[config.mk]
export PLATFORM = sky130hd
export DESIGN_NAME = trig_src_sel
export DESIGN_NICKNAME = d
export VERILOG_FILES = /design/src/rtl/trig_sel_pkg.sv /design/src/rtl/trig_sync_edge.sv /design/src/rtl/trig_l1_combiner.sv /design/src/rtl/trig_l2_select.sv /design/src/rtl/trig_src_sel.sv
export SDC_FILE = /design/constraint.sdc
export NUM_CORES = 1
export LEC_CHECK = 0
export BUFFER_PORTS_ARGS = -buffer_cell sky130_fd_sc_hd__buf_2
export CORE_MARGIN = 2
export CORE_UTILIZATION = 25
export CTS_BUF_LIST = sky130_fd_sc_hd__clkbuf_16
export DETAILED_ROUTE_END_ITERATION = 8
export HOLD_SLACK_MARGIN = 0.08
export PLACE_DENSITY = 0.43
export SKIP_LAST_GASP = 1
export SLEW_MARGIN = 20
export SYNTH_ARGS = -nofsm -noshare
export SYNTH_HDL_FRONTEND = slang
export SYNTH_SLANG_ARGS = --single-unit
[constraint.sdc]
create_clock -name clk -period 4.2 [get_ports clk]
set_input_delay 0.63 -clock clk [delete_from_list [all_inputs] [get_ports clk]]
set_output_delay 0.63 -clock clk [all_outputs]
set_load 0.005 [all_outputs]
[src/rtl/trig_sel_pkg.sv]
package trig_sel_pkg;
  localparam int N_LVDS   = 5;
  localparam int N_TTL    = 5;
  localparam int N_SRC    = 16;
  localparam int TYPE_W   = 4;
  localparam int DS_W     = 8;
  localparam int RAW_W    = 15;
  localparam int L1_RAW_W = 13;

  // enable-bit positions (also the internal type codes)
  localparam int EN_REF    = 10;
  localparam int EN_SELF   = 11;
  localparam int EN_CO_LV  = 12;
  localparam int EN_SW     = 13;
  localparam int EN_CO_T01 = 14;
  localparam int EN_CO_T23 = 15;

  // control word fields
  localparam int SW_BIT   = 28;
  localparam int L2SEL_LO = 16;
  localparam int DS_LO    = 20;

  // raw vector layout
  localparam int RAW_TTL  = 5;
  localparam int RAW_REF  = 10;
  localparam int RAW_SELF = 11;
  localparam int RAW_SW   = 12;
  localparam int RAW_L2LV = 13;
  localparam int RAW_L2LO = 14;

  typedef enum logic [1:0] {
    L2_AUTO  = 2'b00,
    L2_LVDS  = 2'b01,
    L2_LOCAL = 2'b10,
    L2_NONE  = 2'b11
  } l2_src_e;
endpackage

[src/rtl/trig_sync_edge.sv]
module trig_sync_edge #(
  parameter int W      = 15,
  parameter int STAGES = 2
) (
  input  logic         clk,
  input  logic         rst_n,
  input  logic [W-1:0] raw_i,
  output logic [W-1:0] lvl_o,
  output logic [W-1:0] prev_o,
  output logic [W-1:0] rise_o
);
  logic [STAGES-1:0][W-1:0] sync_q;
  logic [W-1:0]             prev_q;

  genvar s;
  generate
    for (s = 0; s < STAGES; s++) begin : g_stage
      if (s == 0) begin : g_first
        always_ff @(posedge clk or negedge rst_n) begin
          if (!rst_n) sync_q[0] <= '0;
          else        sync_q[0] <= raw_i;
        end
      end else begin : g_next
        always_ff @(posedge clk or negedge rst_n) begin
          if (!rst_n) sync_q[s] <= '0;
          else        sync_q[s] <= sync_q[s-1];
        end
      end
    end
  endgenerate

  always_ff @(posedge clk or negedge rst_n) begin
    if (!rst_n) prev_q <= '0;
    else        prev_q <= sync_q[STAGES-1];
  end

  assign lvl_o  = sync_q[STAGES-1];
  assign prev_o = prev_q;
  assign rise_o = lvl_o & ~prev_q;

  AST_RISE_SINGLE: assert property (@(posedge clk) disable iff (!rst_n)
    (rise_o & $past(rise_o)) == '0);
endmodule

[src/rtl/trig_l1_combiner.sv]
module trig_l1_combiner
  import trig_sel_pkg::*;
(
  input  logic                clk,
  input  logic                rst_n,
  input  logic [L1_RAW_W-1:0] lvl_i,
  input  logic [L1_RAW_W-1:0] prev_i,
  input  logic [N_SRC-1:0]    en_i,
  input  logic [4:0]          type_sel_i,
  output logic                fire_o,
  output logic                l1_o,
  output logic [TYPE_W-1:0]   type_o
);
  logic [N_SRC-1:0]  act;
  logic [N_SRC-1:0]  hit;
  logic [TYPE_W-1:0] low_idx;

  genvar i;
  generate
    for (i = 0; i < N_LVDS; i++) begin : g_lvds
      assign act[i] = lvl_i[i] & ~prev_i[i];
    end
    for (i = 0; i < N_TTL; i++) begin : g_ttl
      assign act[N_LVDS+i] = lvl_i[RAW_TTL+i] & ~prev_i[RAW_TTL+i];
    end
  endgenerate

  assign act[EN_REF]    = lvl_i[RAW_REF]  & ~prev_i[RAW_REF];
  assign act[EN_SELF]   = lvl_i[RAW_SELF] & ~prev_i[RAW_SELF];
  assign act[EN_SW]     = lvl_i[RAW_SW]   & ~prev_i[RAW_SW];
  assign act[EN_CO_LV]  = (lvl_i[0] & lvl_i[1]) & ~(prev_i[0] & prev_i[1]);
  assign act[EN_CO_T01] = (lvl_i[RAW_TTL] & lvl_i[RAW_TTL+1])
                        & ~(prev_i[RAW_TTL] & prev_i[RAW_TTL+1]);
  assign act[EN_CO_T23] = (lvl_i[RAW_TTL+2] & lvl_i[RAW_TTL+3])
                        & ~(prev_i[RAW_TTL+2] & prev_i[RAW_TTL+3]);

  assign hit    = act & en_i;
  assign fire_o = |hit;

  always_comb begin
    low_idx = '0;
    for (int k = N_SRC - 1; k >= 0; k--) begin
      if (hit[k]) low_idx = TYPE_W'(k);
    end
  end

  always_ff @(posedge clk or negedge rst_n) begin
    if (!rst_n) begin
      l1_o   <= 1'b0;
      type_o <= '0;
    end else begin
      l1_o   <= fire_o;
      type_o <= !fire_o ? '0 : (type_sel_i[4] ? type_sel_i[3:0] : low_idx);
    end
  end

  AST_TYPE_IDLE_ZERO: assert property (@(posedge clk) disable iff (!rst_n)
    !l1_o |-> type_o == '0);
  AST_FORCED_TYPE: assert property (@(posedge clk) disable iff (!rst_n)
    (l1_o && $past(type_sel_i[4])) |-> type_o == $past(type_sel_i[3:0]));
endmodule

[src/rtl/trig_l2_select.sv]
module trig_l2_select
  import trig_sel_pkg::*;
(
  input  logic            clk,
  input  logic            rst_n,
  input  logic [1:0]      sel_i,
  input  logic [DS_W-1:0] ds_i,
  input  logic            l1_fire_i,
  input  logic            lvds_rise_i,
  input  logic            local_rise_i,
  output logic            l2_o
);
  l2_src_e       mode;
  logic [DS_W-1:0] cnt_q;
  logic [DS_W:0]   lim;
  logic          reach;

  assign mode  = l2_src_e'(sel_i);
  assign lim   = (ds_i == '0) ? (DS_W+1)'(1) : {1'b0, ds_i};
  assign reach = ({1'b0, cnt_q} + (DS_W+1)'(1)) >= lim;

  always_ff @(posedge clk or negedge rst_n) begin
    if (!rst_n) begin
      cnt_q <= '0;
      l2_o  <= 1'b0;
    end else begin
      unique case (mode)
        L2_AUTO: begin
          if (l1_fire_i) begin
            cnt_q <= reach ? '0 : cnt_q + 1'b1;
            l2_o  <= reach;
          end else begin
            l2_o <= 1'b0;
          end
        end
        L2_LVDS: begin
          cnt_q <= '0;
          l2_o  <= lvds_rise_i;
        end
        L2_LOCAL: begin
          cnt_q <= '0;
          l2_o  <= local_rise_i;
        end
        default: begin
          cnt_q <= '0;
          l2_o  <= 1'b0;
        end
      endcase
    end
  end

  AST_L2_OFF_SILENT: assert property (@(posedge clk) disable iff (!rst_n)
    $past(sel_i) == L2_NONE |-> !l2_o);
  AST_AUTO_NEEDS_L1: assert property (@(posedge clk) disable iff (!rst_n)
    (l2_o && $past(sel_i) == L2_AUTO) |-> $past(l1_fire_i));
endmodule

[src/rtl/trig_src_sel.sv]
module trig_src_sel
  import trig_sel_pkg::*;
#(
  parameter int SYNC_STAGES = 2
) (
  input  logic              clk,
  input  logic              rst_n,
  input  logic [N_LVDS-1:0] lvds_trig_i,
  input  logic [N_TTL-1:0]  ttl_trig_i,
  input  logic              ref_trig_i,
  input  logic              self_trig_i,
  input  logic [31:0]       ctrl_i,
  input  logic [4:0]        type_sel_i,
  input  logic              l2_lvds_i,
  input  logic              l2_local_i,
  output logic              l1_trig_o,
  output logic [TYPE_W-1:0] l1_type_o,
  output logic              l2_trig_o
);
  logic [RAW_W-1:0] raw, lvl, prev, rise;
  logic             l1_fire;
  logic             unused_bits;

  assign raw = {l2_local_i, l2_lvds_i, ctrl_i[SW_BIT], self_trig_i,
                ref_trig_i, ttl_trig_i, lvds_trig_i};

  trig_sync_edge #(.W(RAW_W), .STAGES(SYNC_STAGES)) u_sync (
    .clk   (clk),
    .rst_n (rst_n),
    .raw_i (raw),
    .lvl_o (lvl),
    .prev_o(prev),
    .rise_o(rise)
  );

  trig_l1_combiner u_l1 (
    .clk       (clk),
    .rst_n     (rst_n),
    .lvl_i     (lvl[L1_RAW_W-1:0]),
    .prev_i    (prev[L1_RAW_W-1:0]),
    .en_i      (ctrl_i[N_SRC-1:0]),
    .type_sel_i(type_sel_i),
    .fire_o    (l1_fire),
    .l1_o      (l1_trig_o),
    .type_o    (l1_type_o)
  );

  trig_l2_select u_l2 (
    .clk         (clk),
    .rst_n       (rst_n),
    .sel_i       (ctrl_i[L2SEL_LO+1:L2SEL_LO]),
    .ds_i        (ctrl_i[DS_LO+DS_W-1:DS_LO]),
    .l1_fire_i   (l1_fire),
    .lvds_rise_i (rise[RAW_L2LV]),
    .local_rise_i(rise[RAW_L2LO]),
    .l2_o        (l2_trig_o)
  );

  assign unused_bits = ^{ctrl_i[31:29], ctrl_i[19:18], rise[L1_RAW_W-1:0],
                         lvl[RAW_W-1:L1_RAW_W], prev[RAW_W-1:L1_RAW_W]};

  AST_L2_AUTO_ALIGNED: assert property (@(posedge clk) disable iff (!rst_n)
    (l2_trig_o && $past(ctrl_i[17:16]) == 2'b00) |-> l1_trig_o);
endmodule

Yosys cells after proc, flatten, opt, wreduce, memory -nomap -nowiden
Cells that the tools add are included.
- equal/unequal tests: 3
- add/sub/neg operators: 2
- muxes and demuxes: 24
- magnitude comparators: 1
- bitwise gates (word level): 41
- reductions and logical operators: 3
- operators with widths (operator ; count):
    4-bit 2-to-1 mux ; 18
    8-bit 2-to-1 mux ; 4
    1-bit bitwise AND ; 22
    16-bit bitwise AND ; 1
    1-bit inverter ; 16
    16-bit OR reduction ; 1
    15-bit bitwise AND ; 1
    15-bit inverter ; 1
    8-bit by 1-bit adder with 9-bit output, second input constant ; 1
    9-bit greater-or-equal comparator ; 1
    8-bit by 1-bit adder with 8-bit output, second input constant ; 1
    8-bit zero test ; 1
    1-bit case mux with 3 select lines ; 1
    2-bit by 1-bit == test with 1-bit output, second input constant ; 1
    2-bit == test, second input constant ; 1
    2-bit zero test ; 1
    2-bit inequality test, second input constant ; 1
    1-bit 2-to-1 mux ; 1
- output and inout bits: 6
- bits in registers: 59
- bits of input ports: 53
- word-level logic and storage cells: 81

Logic depth before layout (Yosys ltp)
- depth after elaboration: 22
- depth in mapped cells: 11
- gate-level depth less buffers: 11

Modules after synthesis
From an unflattened synthesis, not the netlist that was laid out.
- cell total of the unflattened synthesis: 219
- area total of the unflattened synthesis: 2696.3 sq um
- modules (own cells, without submodules) (module ; cells each ; times used ; area an instance (sq um)):
    trig_sync_edge ; 75 ; 1 ; 1445.1
    trig_l2_select ; 79 ; 1 ; 739.5
    trig_l1_combiner ; 65 ; 1 ; 511.7

Worst setup path before layout
Ideal clock, no wire load.
- path type: input -> register
- from: input port ctrl_i[25]
- to: register u_l2.cnt_q[2]
- stages on the path: 9
- setup slack: 1.846 ns
- required time: 4.135 ns
- arrival: 2.290 ns
- path buffers: 0
- cell sequence: nor4_1 a41o_1 ha_1 nor3b_1 o21ai_0 a211oi_4 o211ai_4 a21oi_1 a21o_1
- longest elaborated chain between the ends: 6
- RTL lines (element ; line ; RTL):
    from (decl) ; trig_src_sel.sv:12 ; input logic [31:0] ctrl_i,
    8-bit zero test ; trig_l2_select.sv:19 ; assign lim = (ds_i == '0) ? (DS_W+1)'(1) : {1'b0, ds_i};
    8-bit 2-to-1 mux * ; trig_l2_select.sv:19 ;
    9-bit greater-or-equal comparator * ; trig_l2_select.sv:20 ; assign reach = ({1'b0, cnt_q} + (DS_W+1)'(1)) >= lim;
    8-bit 2-to-1 mux * ; trig_l2_select.sv:30 ; cnt_q <= reach ? '0 : cnt_q + 1'b1;
    8-bit 2-to-1 mux * ; trig_l2_select.sv:29 ; if (l1_fire_i) begin
    8-bit 2-to-1 mux * ; trig_l2_select.sv:27 ; unique case (mode)
    to (signal assigned) ; trig_l2_select.sv:30 ;
    to (decl) ; trig_l2_select.sv:14 ; logic [DS_W-1:0] cnt_q;
Mark *: on every way between the ends. The rest lies on a longest branch, timed or not. The select of a mux whose other input is x is not followed.
A chain may end at the register's enable or synchronous reset.

Final worst setup path
- from: register u_l2.cnt_q[0]
- to: register u_l2.cnt_q[2]
- longest elaborated chain between the ends: 5
- elaborated cells between the ends (all ways): 6
- classes of those cells: 2 x add/sub; 1 x order compare; 3 x mux
- RTL lines (element ; line):
    8-bit by 1-bit adder with 9-bit output ; trig_l2_select.sv:20
    9-bit greater-or-equal comparator ; trig_l2_select.sv:20
    8-bit 2-to-1 mux * ; trig_l2_select.sv:30
    8-bit 2-to-1 mux * ; trig_l2_select.sv:29
    8-bit 2-to-1 mux * ; trig_l2_select.sv:27
Marks and branches as above.

==> summary.txt <==
status = complete, no violations
Crit path top cell by count = ha_1
crit path DAT = 2860 ps
top cells by area, synth = dfrtp_1, ha_1, nand3b_1
RSZ-0062 raised after global routing = no
Required @ worst endpoint = 4460 ps
Slew Viols, Final = 0
most frequent cell after synthesis = dfrtp_1
Post-synth top cells = dfrtp_1, nand2_1, nand3b_1, a21oi_1, ha_1
Static Leak = 1.53 nW
maximum vdd ir drop = 0.221 mV
power density over the cells = 466 nW/µm²
clk sinks = 59
number of synthesized flops with an enable pin = 0
initial antenna violation count = 0
area of the multi-input gates = 895 µm²
Overflow after GRT = 0
mapped cell area = 2400 µm²
Port Buf Inserts = 53
combinational share of power = 7.3%
internal power = 0.00116 W
1st-pass router iterations = 4
Ys Warns = 0
number of global-route vias before repair = 1664
ys async rst share = 100%
filler cell count = 967
Top delay family on crit path = compound AO/OA/AOI/OAI gates
CTS tree = yes
PostCTS Resize Cnt = 0
Placement Setup Slack = 1450 ps
Seq pwr share = 41.7%
Synth top area share = 61.4%
Layout Skew = 10.3 ps
initial core utilization = 25.9%
core area = 9280 µm²
CTS Root Buffer Type = clkbuf_16
max cap viols = 0
Synth Instances = 190
Finished Layout Cells = 388
Worst Path Class, Setup = flip-flop to flip-flop
Final #Nets = 317
share of post-route cells with drive strength above 1 = 31.7%
worst setup path start = u_l2.cnt_q[0]$_DFFE_PN0P_
relative slew slack = 57.4%
FF+latch count, synth = 59
Setup TNS = 0 ps
Layout area overhead = 30.8%
setup slack after layout = 1600 ps
die area = 10400 µm²
period utilization = 62.0%
Net Sw Power = 0.000309 W
Seq. cell area = 1480 µm²
vias per std cell = 4.24
CP Buf/Inv Count = 0
first-pass GRT wire length = 8120 µm
TritonCTS Buffers = 9
clock-pin slew on the worst setup and hold paths = 50 ps
Die X = 102 µm
critical path's slowest cell = dfrtp_1
Hold Vio Cnt, Final = 0
switching share of power = 21.1%
RR Startpoint = u_l2.cnt_q[0]$_DFFE_PN0P_
Synth cell types = 43
antenna-violating nets left = 0
Slew @ Worst Pin = 639 ps
Most used DFF post-synth = dfrtp_1
pin count of the biggest net entering global routing = 32
max incr delay on CP = 460 ps
Tot GR Track Use = 10.5%
GP Congestion = 0.753
WL final = 4790 µm
Die H = 102 µm
placed insts = 373
Hold Path Class = primary input to asynchronous set/reset pin
drt first-iter violations = 55
Worst-Skew Late Latency = 320 ps
post-cts hold buffer count = 0
clock power share = 51.0%
max frequency = 0.384 GHz
postcts setup bufs = 0
DPL Wire Length = 3690 µm
residual DRC count = 0
Max Buffers Root-to-Sink = 2
mean area per synthesized cell = 12.7 µm²
cell taking the most area after synthesis = dfrtp_1
Synthesized Nets = 252
CP endpoint kind = flip-flop
Rows = 35
diode count = 0
Worst Setup Start Kind = flip-flop
routed via count = 1647
IO Pins = 59
maximum level of the CTS H-tree = 3
final setup vio count = 0
Final min period = 2600 ps
register area share after synthesis = 61.4%
cells along the critical path = ha_1 > nand3_1 > or2_1 > nand2_1 > ha_1 > a41oi_1 > nor2b_1 > a211oi_4 > o211ai_4 > a21oi_1 > a21o_1
CP max FO = 6
WL per Instance = 12.3 µm
-- power groups by stage --
stage / combinational (W) / clock [W] / sequential, W
floorplan: 0.0000527 / 0 / 0.000618
global placement: 0.000110 / 0 / 0.000620
detailed placement: 0.000110 / 0 / 0.000621
CTS: 0.000111 / 0.000769 / 0.000612
global route: 0.000123 / 0.000795 / 0.000614
finish: 0.000107 / 0.000747 / 0.000611
-- state kept, by name (all words and copies together), names as in the netlist --
| name | cells |
|---|---|
| u_sync.sync_q | 15 |
| u_sync.lvl_o | 15 |
| u_l1.type_o | 4 |
| u_l2.l2_o | 1 |
| u_sync.prev_o | 15 |
| u_l2.cnt_q | 8 |
| u_l1.l1_o | 1 |
-- cell families after synthesis --
group                    share of synthesized area [%]
AND/OR/NAND/NOR                                   19.0
buffers and inverters                             1.40
flip-flops                                        61.4
AO/OA/AOI/OAI                                     12.4
adder cells (fa/ha/maj)                           4.68
XOR/XNOR                                          1.09
-- worst reg2reg max path, stage by stage, from the launching register on --
cell and delay, ps:
dfrtp_1 460, ha_1 270, nand3_1 110, or2_1 230
nand2_1 100, ha_1 250, a41oi_1 210, nor2b_1 100
a211oi_4 420, o211ai_4 160, a21oi_1 150, a21o_1 90
-- placed cells by master (no fill, tap or decap), types with 3 or more instances in the layout --
master / netlist / final
a21o_1: 4 / 4
a21oi_1: 10 / 10
a31oi_1: 3 / 3
a32o_2: 4 / 4
and4_1: 3 / 3
buf_2: 0 / 53
clkbuf_16: 0 / 9
dfrtp_1: 59 / 59
ha_1: 9 / 9
inv_1: 8 / 8
nand2_1: 22 / 22
nand3_1: 7 / 7
nand3b_1: 12 / 12
nor2_1: 5 / 5
o21ai_0: 3 / 3
o21ai_1: 3 / 3
-- worst paths after layout --
kind	end	cells after the start	slack [ps]
worst max-delay path	u_l2.cnt_q[2]$_DFFE_PN0P_	11	1600
worst min-delay path	u_sync.sync_q[4]$_DFF_PN0_	1	330
worst max register to register	u_l2.cnt_q[2]$_DFFE_PN0P_	11	1600
worst min register to register	u_sync.lvl_o[14]$_DFF_PN0_	0	340
max in group asynchronous	u_l2.cnt_q[2]$_DFFE_PN0P_	2	3040
min in group clk	u_sync.lvl_o[14]$_DFF_PN0_	0	340
-- per-stage QoR --
step	instance area (µm²)	utilization, %	power [W]	hold WS [ps]
2_1_floorplan	2400	-	0.000671	331
3_3_place_gp	2840	30.6	0.000730	332
3_5_place_dp	2840	30.6	0.000731	335
4_1_cts	3150	33.9	0.00149	342
5_1_grt	3150	33.9	0.00153	346
6_report	3150	33.9	0.00147	327
-- per-layer routing --
layer,wire length (µm),GRT usage (%),vias up
li1,-,-,825
met1,2200,13.9,776
met2,2210,15.0,38
met3,289,5.13,8
met4,84,3.59,0
met5,0,0,-
-- cell type report --
cell class	count	area share, %
inverters	9	1.07
multi-input cells	122	28.4
clock inverters	6	2.59
clock buffers	9	7.16
repair buffers	54	8.67
well taps	129	5.13
flip-flops and latches	59	46.9
Power figures use the tool's default switching activity.
